[src/rtl/idx_ea_gen.sv]
module idx_ea_gen (
  input  logic        clk,
  input  logic        rst_n,
  input  logic        start,
  input  logic [3:0]  mode,
  input  logic [7:0]  opnd_lo,
  input  logic [7:0]  opnd_hi,
  input  logic [7:0]  idx_x,
  input  logic [7:0]  idx_y,
  input  logic [15:0] pc_opnd,
  input  logic        pen_ok,
  input  logic        br_taken,
  output logic        rd_en,
  output logic [15:0] rd_addr,
  input  logic [7:0]  rd_data,
  output logic [15:0] ea,
  output logic [1:0]  extra,
  output logic        done
);
  localparam logic [3:0] M_ZP = 4'd0, M_ZPX = 4'd1, M_ZPY = 4'd2, M_ABS = 4'd3,
                         M_ABX = 4'd4, M_ABY = 4'd5, M_PRE = 4'd6, M_POST = 4'd7,
                         M_IND = 4'd8, M_REL = 4'd9;

  typedef enum logic [1:0] {S_IDLE, S_PLO, S_PHI, S_PWT} st_t;
  st_t st;

  logic [3:0]  mode_q;
  logic [7:0]  lo_q, hi_q, x_q, y_q, ptr_lo;
  logic [15:0] pc_q, ptr_base;
  logic        pen_q, tk_q;

  function automatic logic [17:0] calc(input logic [3:0] m, input logic [7:0] lo, hi, x, y,
                                       input logic [15:0] pc, input logic pen, tk,
                                       input logic [15:0] ptr);
    logic [15:0] s, nb;
    logic [1:0]  ex;
    ex = 2'd0;
    s  = 16'h0000;
    nb = pc + 16'd1;
    case (m)
      M_ZP:   s = {8'h00, lo};
      M_ZPX:  s = {8'h00, 8'(lo + x)};
      M_ZPY:  s = {8'h00, 8'(lo + y)};
      M_ABS:  s = {hi, lo};
      M_ABX: begin
        s = {hi, lo} + {8'h00, x};
        ex = {1'b0, pen && (s[15:8] != hi)};
      end
      M_ABY: begin
        s = {hi, lo} + {8'h00, y};
        ex = {1'b0, pen && (s[15:8] != hi)};
      end
      M_PRE:  s = ptr;
      M_POST: begin
        s = ptr + {8'h00, y};
        ex = {1'b0, pen && (s[15:8] != ptr[15:8])};
      end
      M_IND:  s = ptr;
      M_REL: begin
        if (tk) begin
          s = nb + {{8{lo[7]}}, lo};
          ex = (s[15:8] != nb[15:8]) ? 2'd2 : 2'd1;
        end else begin
          s = nb;
        end
      end
      default: s = 16'h0000;
    endcase
    return {ex, s};
  endfunction

  wire needs_ptr = (mode == M_PRE) || (mode == M_POST) || (mode == M_IND);

  always_comb begin
    case (mode_q)
      M_PRE:   ptr_base = {8'h00, 8'(lo_q + x_q)};
      M_POST:  ptr_base = {8'h00, lo_q};
      default: ptr_base = {hi_q, lo_q};
    endcase
  end

  assign rd_en   = (st == S_PLO) || (st == S_PHI);
  assign rd_addr = (st == S_PHI) ? {ptr_base[15:8], 8'(ptr_base[7:0] + 8'd1)} : ptr_base;

  logic [17:0] res_now, res_ptr;
  assign res_now = calc(mode, opnd_lo, opnd_hi, idx_x, idx_y, pc_opnd, pen_ok, br_taken, 16'h0000);
  assign res_ptr = calc(mode_q, lo_q, hi_q, x_q, y_q, pc_q, pen_q, tk_q, {rd_data, ptr_lo});

  always_ff @(posedge clk) begin
    if (!rst_n) begin
      st <= S_IDLE;
      mode_q <= 4'd0; lo_q <= 8'd0; hi_q <= 8'd0; x_q <= 8'd0; y_q <= 8'd0;
      pc_q <= 16'd0; pen_q <= 1'b0; tk_q <= 1'b0; ptr_lo <= 8'd0;
      ea <= 16'd0; extra <= 2'd0; done <= 1'b0;
    end else begin
      done <= 1'b0;
      case (st)
        S_IDLE: if (start) begin
          mode_q <= mode; lo_q <= opnd_lo; hi_q <= opnd_hi; x_q <= idx_x; y_q <= idx_y;
          pc_q <= pc_opnd; pen_q <= pen_ok; tk_q <= br_taken;
          if (needs_ptr) st <= S_PLO;
          else begin
            {extra, ea} <= res_now;
            done <= 1'b1;
          end
        end
        S_PLO: st <= S_PHI;
        S_PHI: begin
          ptr_lo <= rd_data;
          st <= S_PWT;
        end
        S_PWT: begin
          {extra, ea} <= res_ptr;
          done <= 1'b1;
          st <= S_IDLE;
        end
        default: st <= S_IDLE;
      endcase
    end
  end


  done_pulse_chk: assert property (@(posedge clk) disable iff (!rst_n) done |=> !done);

  zp_page_chk: assert property (@(posedge clk) disable iff (!rst_n)
    (done && (mode_q == M_ZPX || mode_q == M_ZPY)) |-> ea[15:8] == 8'h00);

  ptr_page_chk: assert property (@(posedge clk) disable iff (!rst_n)
    (st == S_PHI) |-> rd_addr[15:8] == $past(rd_addr[15:8]));

  two_extra_chk: assert property (@(posedge clk) disable iff (!rst_n)
    (done && extra == 2'd2) |-> mode_q == M_REL);

  no_pen_chk: assert property (@(posedge clk) disable iff (!rst_n)
    (done && !pen_q && mode_q != M_REL) |-> extra == 2'd0);

  busy_no_done_chk: assert property (@(posedge clk) disable iff (!rst_n)
    (st == S_PLO || st == S_PHI) |=> !done);
endmodule

[config.mk]
export PLATFORM = sky130hd
export DESIGN_NAME = idx_ea_gen
export DESIGN_NICKNAME = d
export VERILOG_FILES = /design/src/rtl/idx_ea_gen.sv
export SDC_FILE = /design/constraint.sdc
export NUM_CORES = 1
export LEC_CHECK = 0
export BUFFER_PORTS_ARGS = -buffer_cell sky130_fd_sc_hd__buf_2
export CAP_MARGIN = 0
export CELL_PAD_IN_SITES_DETAIL_PLACEMENT = 2
export CELL_PAD_IN_SITES_GLOBAL_PLACEMENT = 2
export CORE_ASPECT_RATIO = 0.7
export CORE_MARGIN = 2
export CORE_UTILIZATION = 32
export CTS_CLUSTER_DIAMETER = 30
export DETAILED_ROUTE_END_ITERATION = 6
export GPL_ROUTABILITY_DRIVEN = 0
export PLACE_DENSITY_LB_ADDON = 0.1
export RECOVER_POWER = 50
export SLEW_MARGIN = 10
export SYNTH_ARGS = -nofsm -noshare
export SYNTH_HDL_FRONTEND = slang
export SYNTH_SLANG_ARGS = --single-unit
[constraint.sdc]
create_clock -name clk -period 3.3 [get_ports clk]
set_input_delay 0.66 -clock clk [delete_from_list [all_inputs] [get_ports clk]]
set_output_delay 0.66 -clock clk [all_outputs]
set_load 0.05 [all_outputs]
==> flow_summary.json <==
{
  "mostFrequentLayoutCell": "sky130_fd_sc_hd__buf_4",
  "holdPathStages": 2,
  "switching_power_mw": 3.566,
  "crit_path_start": "lo_q[0]",
  "drcViolationCount": 0,
  "finClkSkew_ns": 0.01130,
  "worst-endpoint-arrival_ns": 2.86,
  "placement.cell_area_um2": 12560,
  "finish.instance_area_um2": 14230,
  "detailedRoute.firstIterationViolations": 1053,
  "slew_viol_final": 0,
  "start_kind": "flip-flop",
  "finalHoldViolations": 0,
  "globalRouteMet1Util_pct": 41.82,
  "failed_checks": "negative setup slack",
  "antenna_found_initial": 1,
  "nNetsFinal": 1820,
  "syn_to_final_growth_pct": 43.48,
  "irDropWorstVdd_uv": 350.0,
  "netlist_instances": 1330,
  "grt-ovfl-total": 0,
  "detailedRoute.firstPassIterationCount": 7,
  "final_period_minus_worst_setup_slack_ns": 3.519,
  "worst_skew_pair.late_latency_ns": 0.37,
  "portBuffers": 100,
  "use_met3_pct": 5.602,
  "pin_count_of_the_biggest_net_entering_global_routing": 55,
  "grt.busiest_layer": "met2",
  "critical_path.reg2reg.endpoint": "extra[1]",
  "layout.cells.most_common_list": "258 x sky130_fd_sc_hd__buf_4, 184 x sky130_fd_sc_hd__nand2_1, 117 x sky130_fd_sc_hd__a21oi_1, 89 x sky130_fd_sc_hd__nor2_1, 71 x sky130_fd_sc_hd__dfxtp_1",
  "antenna_left": 0,
  "drt-wirelength-per-cell_um": 26.66,
  "grt_pass1_wl_mm": 77.49,
  "clkSinkCount": 83,
  "leak_pwr_nw": 5.945,
  "worstReg2RegStart": "pc_q[0]",
  "die_area_um2": 32440,
  "synth_cell_types": 101,
  "cp_data_required_time_ns": 2.64,
  "critPathCaptureType": "primary output",
  "dp_hpwl_mm": 40.20,
  "hold_path.class": "flip-flop to flip-flop",
  "power_frac_comb_pct": 64.2,
  "power.total_mw": 7.118,
  "power_switching_share_pct": 50.10,
  "max_freq_mhz": 284.1,
  "core_um2": 30240,
  "p_int_mw": 3.552,
  "cts-root-buf": "sky130_fd_sc_hd__clkbuf_16",
  "syn-mean-instance-area_um2": 7.456,
  "yosys_warnings": 0,
  "num_rows": 53,
  "p_per_area_nw_per_um2": 500.3,
  "synth-edff-count": 0,
  "synth_seq_area_share_pct": 16.75,
  "gr-usage-met2_pct": 52.05,
  "tritoncts": "done",
  "tritoncts.num_buffers": 9,
  "syn-num-nets": 1493,
  "setup_viol": 10,
  "final.period_utilization_pct": 106.6,
  "grt_use_total_pct": 31.31,
  "clockPowerShare_pct": 14.8,
  "worst-r2r-setup-slack_ns": -0.19,
  "hold_path_end": "x_q[7]",
  "detail_route.vias_per_cell": 5.914,
  "synthesis.area_um2": 9917,
  "initial_utilization_pct": 32.80,
  "cts_max_level": 3,
  "unrepaired_setup_endpoints_after_global_routing": "true",
  "ys_ff_latch": 83,
  "n_fill_cell": 3489,
  "first_global_vias": 12877,
  "synthFlopType": "sky130_fd_sc_hd__dfxtp_1",
  "clock_path_buffers": 2,
  "critPathKind": "flip-flop to primary output",
  "final_layout_size_suffix_gt1_share_pct": 34.42,
  "insertedDiodeCount": 0,
  "clk_pin_slew_ns": 0.07,
  "relative_contribution_of_sequential_cells_to_total_power_pct": 21.0,
  "maxCapViolCount": 0,
  "slew_headroom_pct": 28.34,
  "asyncSetResetFlopFracSynth_pct": 0,
  "chipHeight_um": 151.3,
  "num_vias": 12266,
  "routed_wirelength_mm": 55.30,
  "status": "finished with violations",
  "io-pin-count": 101,
  "peak_fanout_along_the_critical_path": 3,
  "timing.hold.worst.start": "x_q[7]",
  "worst_slew_pin_slew_ns": 1.075,
  "setup_ws_ns": -0.2194,
  "r2r.worst_path.cells": 13,
  "die_span_x_um": 214.4
}
## Yosys cell counts, types with 7 or more instances
library cell / count / area (um2)
sky130_fd_sc_hd__buf_2: 7 / 35.03
sky130_fd_sc_hd__nor2_1: 98 / 367.9
sky130_fd_sc_hd__nand2b_1: 18 / 112.6
sky130_fd_sc_hd__and2_1: 16 / 100.1
sky130_fd_sc_hd__fa_1: 8 / 160.2
sky130_fd_sc_hd__a21o_1: 22 / 165.2
sky130_fd_sc_hd__a222oi_1: 15 / 150.1
sky130_fd_sc_hd__o31ai_1: 7 / 52.55
sky130_fd_sc_hd__nor2b_1: 10 / 62.56
sky130_fd_sc_hd__and3_1: 14 / 87.58
sky130_fd_sc_hd__nor3b_1: 7 / 52.55
sky130_fd_sc_hd__xnor2_1: 68 / 595.6
sky130_fd_sc_hd__dfxtp_1: 83 / 1662
sky130_fd_sc_hd__o21bai_1: 8 / 60.06
sky130_fd_sc_hd__a22oi_1: 7 / 52.55
sky130_fd_sc_hd__a21oi_1: 137 / 685.7
sky130_fd_sc_hd__o21a_1: 15 / 112.6
sky130_fd_sc_hd__mux2i_1: 25 / 250.2
sky130_fd_sc_hd__a31oi_1: 16 / 100.1
sky130_fd_sc_hd__inv_1: 32 / 120.1
sky130_fd_sc_hd__nand4_1: 12 / 75.07
sky130_fd_sc_hd__or3_1: 7 / 43.79
sky130_fd_sc_hd__a211oi_1: 31 / 232.7
sky130_fd_sc_hd__nor3_1: 26 / 130.1
sky130_fd_sc_hd__mux2_2: 11 / 123.9
sky130_fd_sc_hd__nand2_1: 194 / 728.2
sky130_fd_sc_hd__o211ai_1: 19 / 142.6
sky130_fd_sc_hd__o21ai_0: 72 / 360.4
sky130_fd_sc_hd__ha_1: 90 / 1126
sky130_fd_sc_hd__clkbuf_1: 45 / 168.9
sky130_fd_sc_hd__xor2_1: 39 / 341.6
sky130_fd_sc_hd__nand3_1: 40 / 200.2
## area by class of cell
type | instances | area (um2) | area share, %
Tap cell | 412 | 515.5 | 3.623
Clock inverter | 7 | 66.31 | 0.4661
Clock buffer | 9 | 225.2 | 1.583
Timing Repair Buffer | 376 | 2669 | 18.76
Inverter | 33 | 123.9 | 0.8706
Multi-Input combinational cell | 1154 | 8945 | 62.87
Sequential cell | 83 | 1684 | 11.84
## critical path: stages, from the launching register on
cell	delay (ns)
sky130_fd_sc_hd__dfxtp_4	0.35
sky130_fd_sc_hd__buf_6	0.12
sky130_fd_sc_hd__ha_4	0.16
sky130_fd_sc_hd__fa_2	0.55
sky130_fd_sc_hd__nand2_2	0.08
sky130_fd_sc_hd__o21ai_4	0.08
sky130_fd_sc_hd__ha_2	0.22
sky130_fd_sc_hd__nand2_2	0.08
sky130_fd_sc_hd__nor2_2	0.19
sky130_fd_sc_hd__nand2_2	0.11
sky130_fd_sc_hd__nor3_4	0.21
sky130_fd_sc_hd__xnor2_2	0.14
sky130_fd_sc_hd__buf_6	0.17
## power groups by stage
| stage | Combinational (mW) | Clock [mW] | Sequential (mW) |
|---|---|---|---|
| final | 4.57 | 1.05 | 1.50 |
| after global routing | 4.85 | 1.11 | 1.51 |
| after CTS | 4.18 | 1.06 | 1.47 |
| after detailed placement | 3.84 | 0 | 1.47 |
| after global placement | 3.70 | 0 | 1.46 |
| after floorplan | 2.15 | 0 | 1.58 |
## how the worst max path moves through the flow
| stage | slack, ns | cells after the start | end |
|---|---|---|---|
| final | -0.22 | 12 | rd_addr[6] |
| after global routing | -0.31 | 12 | rd_addr[6] |
| after CTS | -0.21 | 12 | rd_addr[7] |
| after detailed placement | -0.45 | 15 | ea[15] |
| after global placement | -0.38 | 13 | ea[13] |
| after floorplan | -0.05 | 14 | extra[1] |
## logic make-up after synthesis
group           after synthesis  share of synthesized area (%)
flops                        83                          16.75
buf+inv                      93                          3.835
simple gates                479                          23.20
fa+ha+maj                    98                          12.97
mux                          36                          3.772
compound gates              427                          28.56
xor+xnor                    114                          10.90
## metrics by stage
step | worst slack, ns | hold WS, ns | utilization, % | setup TNS (ns) | instances
after floorplan | -0.04721 | 0.4367 | - | -0.08380 | 1330
after global placement | -0.3762 | 0.4545 | 41.55 | -2.655 | 2022
after detailed placement | -0.4464 | 0.4669 | 41.55 | -4.768 | 2022
after CTS | -0.2062 | 0.4774 | 45.21 | -0.7807 | 2063
after global routing | -0.3114 | 0.4935 | 47.05 | -2.692 | 2074
final | -0.2194 | 0.4743 | 47.05 | -1.208 | 2074
## metal layers
layer	up-vias	wire, um
met5	-	23
met1	6241	24400
li1	5542	-
met3	98	3105
met4	3	1455
met2	382	26320
## state kept, by name (all words and copies together), names as in the netlist
signal,count
ea,16
x_q,8
pc_q,16
tk_q,1
lo_q,8
hi_q,8
y_q,8
mode_q,4
st,2
pen_q,1
extra,2
ptr_lo,8
done,1
## what timing repair did
item / in CTS / in global routing
resized for setup: 128 / 115
buffers inserted: 25 / 14
pin swaps: 60 / 81
endpoints found under the setup margin: 17 / 20
hold buffers: 0 / 0
Power figures use the tool's default switching activity.
